--- src/rtl/ffemu_pkg.sv ---
package ffemu_pkg;

    typedef enum logic {
        EDGE_FALL = 1'b0,
        EDGE_RISE = 1'b1
    } edge_pol_e;

    typedef enum logic {
        RST_LOW  = 1'b0,
        RST_HIGH = 1'b1
    } rst_pol_e;

    // Level the emulated clock rests at just after an active edge.
    function automatic logic active_level(edge_pol_e pol);
        return (pol == EDGE_RISE);
    endfunction

    // True when the pair (current level, stored level) is the active pair.
    function automatic logic edge_hit(edge_pol_e pol, logic now_lvl, logic prev_lvl);
        logic [1:0] pair;
        pair = {now_lvl, prev_lvl};
        if (pol == EDGE_RISE) begin
            return (pair == 2'b10);
        end
        return (pair == 2'b01);
    endfunction

    // True when the reset input is at its asserting level.
    function automatic logic rst_asserted(rst_pol_e pol, logic lvl);
        return (lvl == (pol == RST_HIGH));
    endfunction

endpackage

--- src/rtl/ffemu_clk_track.sv ---
module ffemu_clk_track
    import ffemu_pkg::*;
#(
    parameter edge_pol_e CLK_POL = EDGE_RISE
) (
    input  logic gclk_i,
    input  logic mclk_i,
    output logic edge_o
);

    typedef struct packed {
        logic lvl;
    } trk_t;

    // Starts at the active level so that the first tick cannot form an edge.
    trk_t trk_q = '{lvl: active_level(CLK_POL)};
    trk_t trk_d;

    always_comb begin
        trk_d     = trk_q;
        trk_d.lvl = mclk_i;
    end

    always_ff @(posedge gclk_i) begin
        trk_q <= trk_d;
    end

    assign edge_o = edge_hit(CLK_POL, mclk_i, trk_q.lvl);

endmodule

--- src/rtl/ffemu_hist.sv ---
module ffemu_hist #(
    parameter int              DATA_W   = 8,
    parameter logic [DATA_W-1:0] INIT_VAL = '0
) (
    input  logic              gclk_i,
    input  logic [DATA_W-1:0] data_i,
    input  logic [DATA_W-1:0] q_i,
    output logic [DATA_W-1:0] past_data_o,
    output logic [DATA_W-1:0] past_q_o
);

    typedef struct packed {
        logic [DATA_W-1:0] dat;
        logic [DATA_W-1:0] out;
    } hist_t;

    hist_t hist_q = '{dat: '0, out: INIT_VAL};
    hist_t hist_d;

    always_comb begin
        hist_d     = hist_q;
        hist_d.dat = data_i;
        hist_d.out = q_i;
    end

    always_ff @(posedge gclk_i) begin
        hist_q <= hist_d;
    end

    assign past_data_o = hist_q.dat;
    assign past_q_o    = hist_q.out;

endmodule

--- src/rtl/ffemu_select.sv ---
module ffemu_select
    import ffemu_pkg::*;
#(
    parameter int                DATA_W  = 8,
    parameter bit                HAS_RST = 1'b1,
    parameter rst_pol_e          RST_POL = RST_HIGH,
    parameter logic [DATA_W-1:0] RST_VAL = '0
) (
    input  logic              edge_i,
    input  logic              rst_i,
    input  logic [DATA_W-1:0] past_data_i,
    input  logic [DATA_W-1:0] past_q_i,
    output logic [DATA_W-1:0] q_o
);

    logic [DATA_W-1:0] clk_sel;

    // Capture on an edge, otherwise hold.
    assign clk_sel = edge_i ? past_data_i : past_q_i;

    generate
        if (HAS_RST) begin : g_rst
            logic rst_on;
            assign rst_on = rst_asserted(RST_POL, rst_i);
            assign q_o    = rst_on ? RST_VAL : clk_sel;
        end else begin : g_norst
            logic unused_rst;
            assign unused_rst = rst_i;
            assign q_o        = clk_sel;
        end
    endgenerate

endmodule

--- src/rtl/ffemu_top.sv ---
module ffemu_top
    import ffemu_pkg::*;
#(
    parameter int                DATA_W   = 8,
    parameter edge_pol_e         CLK_POL  = EDGE_RISE,
    parameter bit                HAS_RST  = 1'b1,
    parameter rst_pol_e          RST_POL  = RST_HIGH,
    parameter logic [DATA_W-1:0] RST_VAL  = '0,
    parameter logic [DATA_W-1:0] INIT_VAL = '0
) (
    input  logic              gclk_i,
    input  logic              mclk_i,
    input  logic [DATA_W-1:0] data_i,
    input  logic              rst_i,
    output logic [DATA_W-1:0] q_o
);

    logic              edge_w;
    logic [DATA_W-1:0] past_data_w;
    logic [DATA_W-1:0] past_q_w;

    ffemu_clk_track #(
        .CLK_POL (CLK_POL)
    ) u_clk_track (
        .gclk_i (gclk_i),
        .mclk_i (mclk_i),
        .edge_o (edge_w)
    );

    ffemu_hist #(
        .DATA_W   (DATA_W),
        .INIT_VAL (INIT_VAL)
    ) u_hist (
        .gclk_i      (gclk_i),
        .data_i      (data_i),
        .q_i         (q_o),
        .past_data_o (past_data_w),
        .past_q_o    (past_q_w)
    );

    ffemu_select #(
        .DATA_W  (DATA_W),
        .HAS_RST (HAS_RST),
        .RST_POL (RST_POL),
        .RST_VAL (RST_VAL)
    ) u_select (
        .edge_i      (edge_w),
        .rst_i       (rst_i),
        .past_data_i (past_data_w),
        .past_q_i    (past_q_w),
        .q_o         (q_o)
    );

endmodule

--- config.mk ---
export PLATFORM = sky130hd
export DESIGN_NAME = ffemu_top
export DESIGN_NICKNAME = d
export VERILOG_FILES = /design/src/rtl/ffemu_pkg.sv /design/src/rtl/ffemu_clk_track.sv /design/src/rtl/ffemu_hist.sv /design/src/rtl/ffemu_select.sv /design/src/rtl/ffemu_top.sv
export SDC_FILE = /design/constraint.sdc
export NUM_CORES = 1
export LEC_CHECK = 0
export BUFFER_PORTS_ARGS = -buffer_cell sky130_fd_sc_hd__buf_2
export CORE_AREA = 10 10 47 49
export DETAILED_ROUTE_END_ITERATION = 7
export DIE_AREA = 0 0 57 59
export PLACE_DENSITY = 0.67
export SETUP_SLACK_MARGIN = 0.2
export SKIP_CTS_REPAIR_TIMING = 1
export SLEW_MARGIN = 25
export SYNTH_ARGS = -nofsm -noshare
export SYNTH_HDL_FRONTEND = slang
export SYNTH_SLANG_ARGS = --single-unit
export TNS_END_PERCENT = 10
--- constraint.sdc ---
create_clock -name gclk_i -period 1.7 [get_ports gclk_i]
set_input_delay 0 -clock gclk_i [delete_from_list [all_inputs] [get_ports gclk_i]]
set_output_delay 0 -clock gclk_i [all_outputs]
set_load 0.05 [all_outputs]
## After elaboration in Yosys (flattened, before gate mapping)

Cells that the tools add are included.
Widths: inputs -> output; s select.

| cells by class | value |
|---|---|
| eq/ne operators | 1 |
| muxes and demuxes | 2 |

Operators with widths:

| cell | number |
|---|---|
| $mux 8 | 2 |
| $eq 2x2->1 const B | 1 |

| storage, ports and cells | value |
|---|---|
| register bits after elaboration | 17 |
| output and inout port bits | 8 |
| word-level logic and storage cells | 6 |

## Logic depth before layout (Yosys ltp)

Gate-level depths: netlist of the first run.

| logic depth | value |
|---|---|
| depth after elaboration | 3 |
| depth in mapped cells | 3 |
| gate-level depth less buffers | 2 |

## Cells and area by module

From an unflattened synthesis of the first run, not the netlist that was laid out.

| unflattened totals | value |
|---|---|
| cells, all modules | 36 |
| area total of the unflattened synthesis | 479.2 µm² |

Modules (own cells, without submodules):

| module | instances | cells an instance | area an instance (µm²) |
|---|---|---|---|
| ffemu_hist | 1 | 16 | 320.3 |
| ffemu_select | 1 | 18 | 125.1 |
| ffemu_clk_track | 1 | 2 | 33.8 |

## Least setup slack after synthesis of the first run

No wires, ideal clock.

| timing | value |
|---|---|
| path kind | register -> register |
| from | register u_clk_track.trk_q |
| to | register u_hist.hist_q, in the netlist u_hist.past_q_o[0] |
| arrival time | 1.344 ns |
| required time | 1.497 ns |
| setup slack | 0.153 ns |
| stages on the path, launching flop included | 3 |
| cells stage by stage | dfxtp_1 -> and2b_4 -> o21ai_1 |

| on the way | value |
|---|---|
| cells in the longest elaborated chain, start to end | 3 |

Ends and longest elaborated chain:

| what | line | RTL |
|---|---|---|
| start, declared | ffemu_clk_track.sv:16 | `trk_t trk_q = '{lvl: active_level(CLK_POL)};` |
| start signal, assigned | ffemu_clk_track.sv:25 | `trk_q <= trk_d;` |
| $eq 2x2->1 | ffemu_pkg.sv:23 | `return (pair == 2'b10);` |
| $mux 8 | ffemu_select.sv:19 | `assign clk_sel = edge_i ? past_data_i : past_q_i;` |
| $mux 8 | ffemu_select.sv:25 | `assign q_o = rst_on ? RST_VAL : clk_sel;` |
| net q_o[0] | ffemu_top.sv:15 | `output logic [DATA_W-1:0] q_o` |
| end signal, assigned | ffemu_hist.sv:27 | `hist_q <= hist_d;` |
| end, declared | ffemu_hist.sv:17 | `hist_t hist_q = '{dat: '0, out: INIT_VAL};` |

The timed path passes the listed nets, and every way through them passes these cells.

## Worst setup path in the final report of the first run

| timing | value |
|---|---|
| from | input port mclk_i |
| to | output port q_o[4] |

| on the way | value |
|---|---|
| cells in the longest elaborated chain, start to end | 3 |

Ends and longest elaborated chain:

| what | line | RTL |
|---|---|---|
| start, declared | ffemu_top.sv:12 | `input logic mclk_i,` |
| $eq 2x2->1 | ffemu_pkg.sv:23 |  |
| $mux 8 | ffemu_select.sv:19 |  |
| $mux 8 | ffemu_select.sv:25 |  |
| end, declared | ffemu_top.sv:15 |  |

Every way passes these cells.

==> results of run 1 <==
-- worst max-delay path by stage --
stage,endpoint,slack (ns),cells past startpoint
floorplan,u_hist.past_q_o[0],0.15,2
global placement,q_o[4],0.60,3
detailed placement,q_o[4],0.57,3
CTS,q_o[4],0.24,3
global route,q_o[1],0.25,3
finish,q_o[4],0.31,5
-- worst min-delay path, delay by kind of cell --
kind	cells	cell delay [ns]
buffers and inverters	1	0.19
AOI/OAI and AO/OA	1	0.06
and+or+nand+nor	1	0.13
-- per-stage QoR --
stage / hold slack [ns] / setup slack [ns]
4_1_cts: -0.1978 / 0.2363
5_1_grt: 0.2025 / 0.2452
3_5_place_dp: 0.1036 / 0.5712
3_3_place_gp: 0.1018 / 0.6023
2_1_floorplan: 0.02772 / 0.1534
6_report: 0.1461 / 0.3080
-- cells by family after synthesis --
family / synth area share
flops: 0.6311
simple gates: 0.2784
compound gates: 0.08120
buf+inv: 0.009272
-- registers in the layout, indices dropped and copies added, names as in the netlist --
name and count:
u_hist.past_q_o 8, u_clk_track.trk_q 1, u_hist.past_data_o 8
-- final cells by class --
type / instances / share of cell area
clock buffer: 3 / 0.02922
tap: 16 / 0.02597
sequential: 17 / 0.4432
timing repair buffer: 27 / 0.2435
multi-input combinational: 25 / 0.2516
clock inverter: 1 / 0.006494
-- cell usage in the layout, fill, tap and decap left out, drive strengths merged --
cell         count
nand4bb          8
and2b            1
clkbuf           6
nand2b           8
o21ai            8
dfxtp           17
dlygate4sd3      9
buf             15
clkinv           1
-- power by group through the flow --
stage	Clock, uW	Sequential [uW]	Combinational [uW]
CTS	212	426	84.5
detailed placement	0	435	84.4
global placement	0	435	83.4
finish	209	426	101
floorplan	0	433	58.5
global route	229	429	109
-- metal layers --
metal / routed length [um] / GRT usage / share of wire
met1: 528 / 0.08534 / 0.48
met2: 509 / 0.08217 / 0.46
met3: 46 / 0.02146 / 0.042
met4: 12 / 0.04027 / 0.011
met5: 0 / 0 / 0
==> flow_summary.yaml, run 1 <==
yosys:
  syn_area_um2: 539.3
  avgSynthCellArea_um2: 12.54
  yosys-top-cells-area: "dfxtp_1, nand4bb_1, nand2b_1"
  synth_fp_nets: 54
  synthArstFlopShare: 0
  synth.distinct_cells: 7
  netlist_instances: 43
  ys_seq_elements: 17
  synth.top_cell.area_share: 0.6311
  synth-edff-count: 0
  seq_area_frac_synth: 0.6311
  synth-main-ff-cell: "dfxtp_1"
  yosysMostFrequentCell: "dfxtp_1"
  synthTopCellsByCount: "dfxtp_1, nand2b_1, nand4bb_1, o21ai_1"
  ys_warn_count: 0
  synth_area_leader_cell: "dfxtp_1"
floorplan:
  dieArea_um2: 3363
  fp.dieW_um: 57
  start_util: 0.3848
  pin_count: 19
  rows: 14
  core_area_um2: 1401
  die_h_um: 59
pwr:
  p_comb_frac: 0.137
  power_frac_seq: 0.579
  p_switching_uw: 184.9
  power_uw: 735.8
  ir_drop_mv: 0.6986
  swShare: 0.2513
  p_int_uw: 550.9
  power_density_nw_per_um2: 954.7
  clock_power_share: 0.284
  p_leak_uw: 0.0003245
critical_path:
  worst_path_most_repeated_cell: "buf_2"
  critPathSlowestCell: "dlygate4sd3_1"
  critical_path_class: "input pin to output pin"
  crit_arrival_ns: 1.39
  crit_buf_inv: 3
  reg2reg_depth: 2
  r2r-end: "u_hist.past_q_o[0]"
  critical_path.cell_chain: "dlygate4sd3_1 -> buf_2 -> and2b_4 -> o21ai_1 -> buf_2"
  worstPathRequired_ns: 1.70
  slowest_delay_ns: 0.54
  cp_top_family: "buffers and inverters"
  crit_start: "mclk_i"
  endpoint_kind: "output pin"
  start_kind: "input pin"
  r2r_start: "u_clk_track.trk_q"
  ff2ff_setup_slack_ns: 0.81
  path_max_fanout: 10
status:
  status: "finished, final reports clean"
timing:
  final.setup.tns_ns: 0
  slew_headroom: 0.8319
  rsz0062_at_grt: "no"
  slew_violations: 0
  setup-violations-final: 0
  finClkSkew_ns: 0.003694
  finalCritPeriodShare: 0.8188
  min_period_ns: 1.392
  finalHoldViolCount: 0
  max_slew.worst_pin.slew_ns: 0.2539
  fmax_mhz: 718.4
cells_and_area:
  fillers: 134
  drive_above_1_share: 0.3425
  stdcell_area_um2: 770.7
  area_growth_pct: 42.92
  finish.utilization: 0.5500
  multi_input_area_um2: 193.9
  final_cells: 89
  regArea_um2: 341.6
  n_antenna_cell: 0
  fin_nets: 85
grt:
  grt_first_pass_wirelength_mm: 1.718
  grt-ovfl-total: 0
  grt_antenna_before_repair: 0
  grtUsageTotal: 0.06337
  grt_max_degree: 17
  grt_pass1_vias: 363
route:
  drt_wl_total_mm: 1.097
  wire_per_inst_um: 12.33
  ant_nets: 0
  drtIter0Drc: 4
  first_pass_iters: 4
  num_vias: 402
  drc: 0
  vias_per_cell: 4.517
worst_hold_path:
  hold_end: "u_hist.past_q_o[5]"
  hold_depth: 3
  hp-start: "rst_i"
  hp-class: "input pin to register"
clocking:
  cts_root_buf: "clkbuf_4"
  clk_path_buf_depth: 2
  cts_sinks: 17
  cts_buffers: 3
  htree_levels: 1
  cts_tree: "done"
  worst_skew_pair.late_latency_ns: 0.28
  clk_pin_slew_ns: 0.09
placed_design:
  port_buffers: 18
  gp_routability_congestion: 0.6785
  dp.cells: 76
  place_area_um2: 644.4
  dp_hpwl_um: 756.4
run:
  drv_cap: 0
No activity file was read; power rests on OpenSTA's default activity.
==> run 2, diff against run 1 <==
Settings changed: ABC_AREA set to 1, CORE_AREA 10 10 47 49 to not set, CORE_MARGIN set to 10, CORE_UTILIZATION set to 40, DIE_AREA 0 0 57 59 to not set, PLACE_DENSITY 0.67 to 0.69.
Clock period 1.7 ns to 1.1 ns, I/O delays scaled along.
==> run 2 against run 1 <==
The flow now finishes with violations (negative setup slack). Non-clock buffer count rose by 2. Die area fell by 4.9%. First-iteration DRC count fell by 100%. Sequential cell count did not move. Final cell count rose by 22%. Global-route usage rose by 1.2 points. Sequential share of layout area fell by 9.4 points. Setup slack got worse by 0.42 ns. Power rose by 75%. Combinational power rose to 3.0 times the previous value. Clock skew fell by 0.0032 ns. Critical path depth did not move.
==> flow_summary.yaml, run 2 <==
status:
  status: "finished with violations"
  violations: "negative setup slack"
placed_design:
  dp_hpwl_um: 832.4
  port_buffers: 18
  dp.cells: 95
  place_ws_ns: 0.1087
  place_area_um2: 765.7
  gp_routability_congestion: 0.6859
route:
  first_pass_iters: 1
  ant_nets: 0
  num_vias: 451
  drc: 0
  drtIter0Drc: 0
  wire_per_inst_um: 10.51
  vias_per_cell: 4.138
  drt_wl_total_mm: 1.146
clocking:
  cts_root_buf: "clkbuf_4"
  htree_levels: 1
  cts_buffers: 3
  clk_path_buf_depth: 2
  clk_pin_slew_ns: 0.09
  cts_sinks: 17
  worst_skew_pair.late_latency_ns: 0.28
  cts_tree: "done"
grt:
  grt_first_pass_wirelength_mm: 1.938
  grt_antenna_before_repair: 0
  grtUsageTotal: 0.07523
  grt_max_degree: 10
  grt-ovfl-total: 0
  grt_pass1_vias: 454
timing:
  slew_violations: 0
  layout_setup_ws_ns: -0.1085
  fmax_mhz: 827.5
  rsz0062_at_grt: "yes"
  setup-violations-final: 8
  max_slew.worst_pin.slew_ns: 0.3474
  finClkSkew_ns: 0.0005178
  min_period_ns: 1.208
  slew_headroom: 0.7681
  finalHoldViolCount: 0
  finalCritPeriodShare: 1.099
yosys:
  ys_warn_count: 0
  synth-main-ff-cell: "dfxtp_1"
  yosysMostFrequentCell: "dfxtp_1"
  ys_seq_elements: 17
  synth_area_leader_cell: "dfxtp_1"
  synthTopCellsByCount: "dfxtp_1, nor2_1, inv_1, nand2_1, nand3_1"
  synth.distinct_cells: 8
  yosys-top-cells-area: "dfxtp_1, nor2_1, nand3_1"
  synth-edff-count: 0
  synth.top_cell.area_share: 0.6370
  seq_area_frac_synth: 0.6370
  netlist_instances: 62
  synthArstFlopShare: 0
  syn_area_um2: 534.3
  avgSynthCellArea_um2: 8.617
  synth_fp_nets: 73
critical_path:
  critical_path.cell_chain: "nor2_4 -> buf_6 -> nor2_1 -> nor2_4 -> buf_6"
  worstPathRequired_ns: 1.10
  path_max_fanout: 4
  start_kind: "register"
  critPathSlowestCell: "dfxtp_4"
  critical_path_class: "register to output pin"
  slowest_delay_ns: 0.37
  endpoint_kind: "output pin"
  crit_arrival_ns: 1.21
floorplan:
  rows: 13
  start_util: 0.4158
  fp.dieW_um: 56.55
  die_h_um: 56.55
  pin_count: 19
  core_area_um2: 1285
  dieArea_um2: 3197
cells_and_area:
  drive_above_1_share: 0.6170
  fin_nets: 106
  area_growth_pct: 84.31
  stdcell_area_um2: 984.7
  final_common_cell: "dfxtp_1"
  final_cell_mix: "dfxtp_1, buf_2, nor2_4, inv_1"
  final_cells: 109
  n_antenna_cell: 0
pwr:
  power_uw: 1290
  power_density_nw_per_um2: 1310
  ir_drop_mv: 0.8181
  p_leak_uw: 0.0004427
run:
  drv_cap: 0
worst_hold_path:
  hp-class: "input pin to register"
-- run 2: cell count changes in the layout (fill, tap and decap cells not counted), moves of 8 or more --
cell       change
inv_1          +9
nand4bb_1      -8
nand2b_1       -8
nor2_4         +9
nand3_2        +8
-- run 2: kinds of logic after synthesis --
logic type | Yosys count | share of synthesized area
flip-flops | 17 | 0.6370
buffers and inverters | 12 | 0.09836
AND/OR/NAND/NOR | 33 | 0.2646
-- run 2: critical path, delay by kind of cell (launching register included) --
kind	cells	cell delay [ns]
buffers and inverters	2	0.28
flip-flops	1	0.37
AND/OR/NAND/NOR	3	0.28
-- run 2: layout make-up --
class	count	area, um2
multi-input cells	33	276.5
repair buffers	29	272.8
fillers	93	300.3
clock buffers	4	26.28
inverters	11	46.29
well taps	15	18.77
flip-flops and latches	17	344.1
-- run 2: path summary, 6_finish.rpt --
kind | start | cells past startpoint | slack (ns) | end
max reg2reg | u_clk_track.trk_q | 4 | 0.23 | u_hist.past_q_o[7]
max | u_clk_track.trk_q | 5 | -0.11 | q_o[7]
min reg2reg | u_hist.past_q_o[1] | 2 | 0.50 | u_hist.past_q_o[1]
min | mclk_i | 2 | 0.07 | u_clk_track.trk_q
-- run 2: where the power goes --
part	switching, uW	internal, uW	total [uW]
sequential	14.6	651	666
combinational	173	130	303
clock	180	140	320
total	367	922	1290
-- run 2: routing by layer --
layer,GRT usage,vias to the layer above,part of all wire
li1,-,246,-
met1,0.07722,190,0.41
met2,0.1129,13,0.50
met3,0.04944,2,0.086
met4,0.04124,0,0.0070
met5,0,-,0
-- run 2: per-stage QoR --
stage	utilization	TNS (ns)	hold slack, ns
floorplan	-	0	0.02769
global placement	0.5959	0	0.1018
detailed placement	0.5959	0	0.1036
CTS	0.6164	-1.640	-0.1950
global route	0.7663	-1.452	0.04896
finish	0.7663	-0.7671	0.07134
==> run 3, diff against run 2 <==
Settings changed: CORE_AREA set to 10 10 47 49, CORE_MARGIN 10 to not set, CORE_UTILIZATION 40 to not set, CTS_BUF_LIST set to sky130_fd_sc_hd__clkbuf_8, DIE_AREA set to 0 0 57 59.
==> run 3 against run 2 <==
The run still ends with negative setup slack left. Final cell count grew 0.92%. Critical path type unchanged. Setup slack gained 0.036 ns. Register-to-register slack better by 0.03 ns. Largest power group unchanged. Clock-buffer cell count is 1 lower. Wire length decreased by 1.9%. Global-route usage fell by 0.58 points. Design area increased by 2.4%.
==> flow_summary.yaml, run 3 (synthesized netlist as in run 2, its figures left out) <==
cells_and_area:
  area_growth_pct: 88.76
  final_common_cell: "dfxtp_1"
  stdcell_area_um2: 1008
  final_cell_mix: "dfxtp_1, buf_2, nor2_4, inv_1, dlygate4sd3_1"
  fin_nets: 106
  drive_above_1_share: 0.6277
  n_antenna_cell: 0
critical_path:
  slowest_delay_ns: 0.37
  worstPathRequired_ns: 1.10
  cp_top_family: "flip-flops"
  path_max_fanout: 8
  crit_arrival_ns: 1.17
  critical_path.cell_chain: "nor2_4 -> buf_12 -> nor2_2 -> nor2_4 -> buf_8"
  start_kind: "register"
  endpoint_kind: "output pin"
  crit_buf_inv: 2
  critPathSlowestCell: "dfxtp_4"
  critical_path_class: "register to output pin"
  worst_path_most_repeated_cell: "nor2_4"
worst_hold_path:
  hp-class: "input pin to register"
placed_design:
  gp_routability_congestion: 0.6618
  place_ws_ns: 0.1313
  dp_hpwl_um: 831.2
  port_buffers: 18
  place_area_um2: 767.0
route:
  first_pass_iters: 1
  drc: 0
  drtIter0Drc: 0
  num_vias: 450
  drt_wl_total_mm: 1.124
  vias_per_cell: 4.091
  wire_per_inst_um: 10.22
  ant_nets: 0
timing:
  holdWs_ns: 0.1842
  setup-violations-final: 8
  fmax_mhz: 852.5
  slew_headroom: 0.7667
  finalHoldViolCount: 0
  rsz0062_at_grt: "yes"
  finClkSkew_ns: 0.004322
  finalCritPeriodShare: 1.066
  layout_setup_ws_ns: -0.07296
  min_period_ns: 1.173
  slew_violations: 0
  max_slew.worst_pin.slew_ns: 0.3496
floorplan:
  pin_count: 19
  die_h_um: 59
  start_util: 0.3812
  fp.dieW_um: 57
  dieArea_um2: 3363
  core_area_um2: 1401
  rows: 14
clocking:
  cts_sinks: 17
  clk_pin_slew_ns: 0.06
  cts_tree: "done"
  clk_path_buf_depth: 2
  cts_root_buf: "clkbuf_8"
  cts_buffers: 3
  htree_levels: 1
  worst_skew_pair.late_latency_ns: 0.25
grt:
  grt_first_pass_wirelength_mm: 1.773
  grt_antenna_before_repair: 0
  grt_pass1_vias: 422
  grt_max_degree: 11
  grtUsageTotal: 0.06940
  grt-ovfl-total: 0
pwr:
  p_switching_uw: 390.5
  power_density_nw_per_um2: 1411
  swShare: 0.2743
  p_leak_uw: 0.0004521
  ir_drop_mv: 1.161
  p_int_uw: 1033
  power_uw: 1423
  clock_power_share: 0.320
  power_frac_seq: 0.469
  p_comb_frac: 0.212
status:
  status: "finished with violations"
  violations: "negative setup slack"
run:
  drv_cap: 0
run 3: worst paths after layout:
| kind | startpoint | end | slack (ns) | depth (start not counted) |
|---|---|---|---|---|
| min reg2reg | u_hist.past_q_o[1] | u_hist.past_q_o[1] | 0.48 | 2 |
| max | u_clk_track.trk_q | q_o[2] | -0.07 | 5 |
| max reg2reg | u_clk_track.trk_q | u_hist.past_q_o[4] | 0.26 | 4 |
| min | mclk_i | u_hist.past_q_o[6] | 0.18 | 4 |
run 3: worst register-to-register path, stage by stage, from the launching register on:
cell and delay (ns):
dfxtp_4 0.38, nor2_4 0.05, buf_12 0.13, nor2_2 0.13
nor2_4 0.05
run 3: per-layer routing:
layer / track usage / wire, um
met2: 0.09147 / 525
met1: 0.07692 / 451
met5: 0 / 0
met4: 0.06040 / 38
met3: 0.04077 / 109
run 3: through the flow:
step           utilization  instances  setup TNS (ns)
2_1_floorplan            -         62               0
3_3_place_gp        0.5473         96               0
3_5_place_dp        0.5473         96               0
4_1_cts             0.5804        100          -1.142
5_1_grt             0.7196        110          -1.011
6_report            0.7196        110         -0.5592
run 3: power by group through the flow:
stage,combinational [uW],sequential [uW],clock [uW]
floorplan,183,675,0
global placement,223,677,0
detailed placement,226,678,0
CTS,227,664,467
global route,324,670,494
finish,301,667,455
run 3: cell type report:
class,count,area (um2)
sequential,17,344.1
multi-input combinational,33,279.0
clock inverter,1,5.005
inverter,11,46.29
fill,110,392.9
tap,16,20.02
clock buffer,3,41.29
timing repair buffer,29,272.8
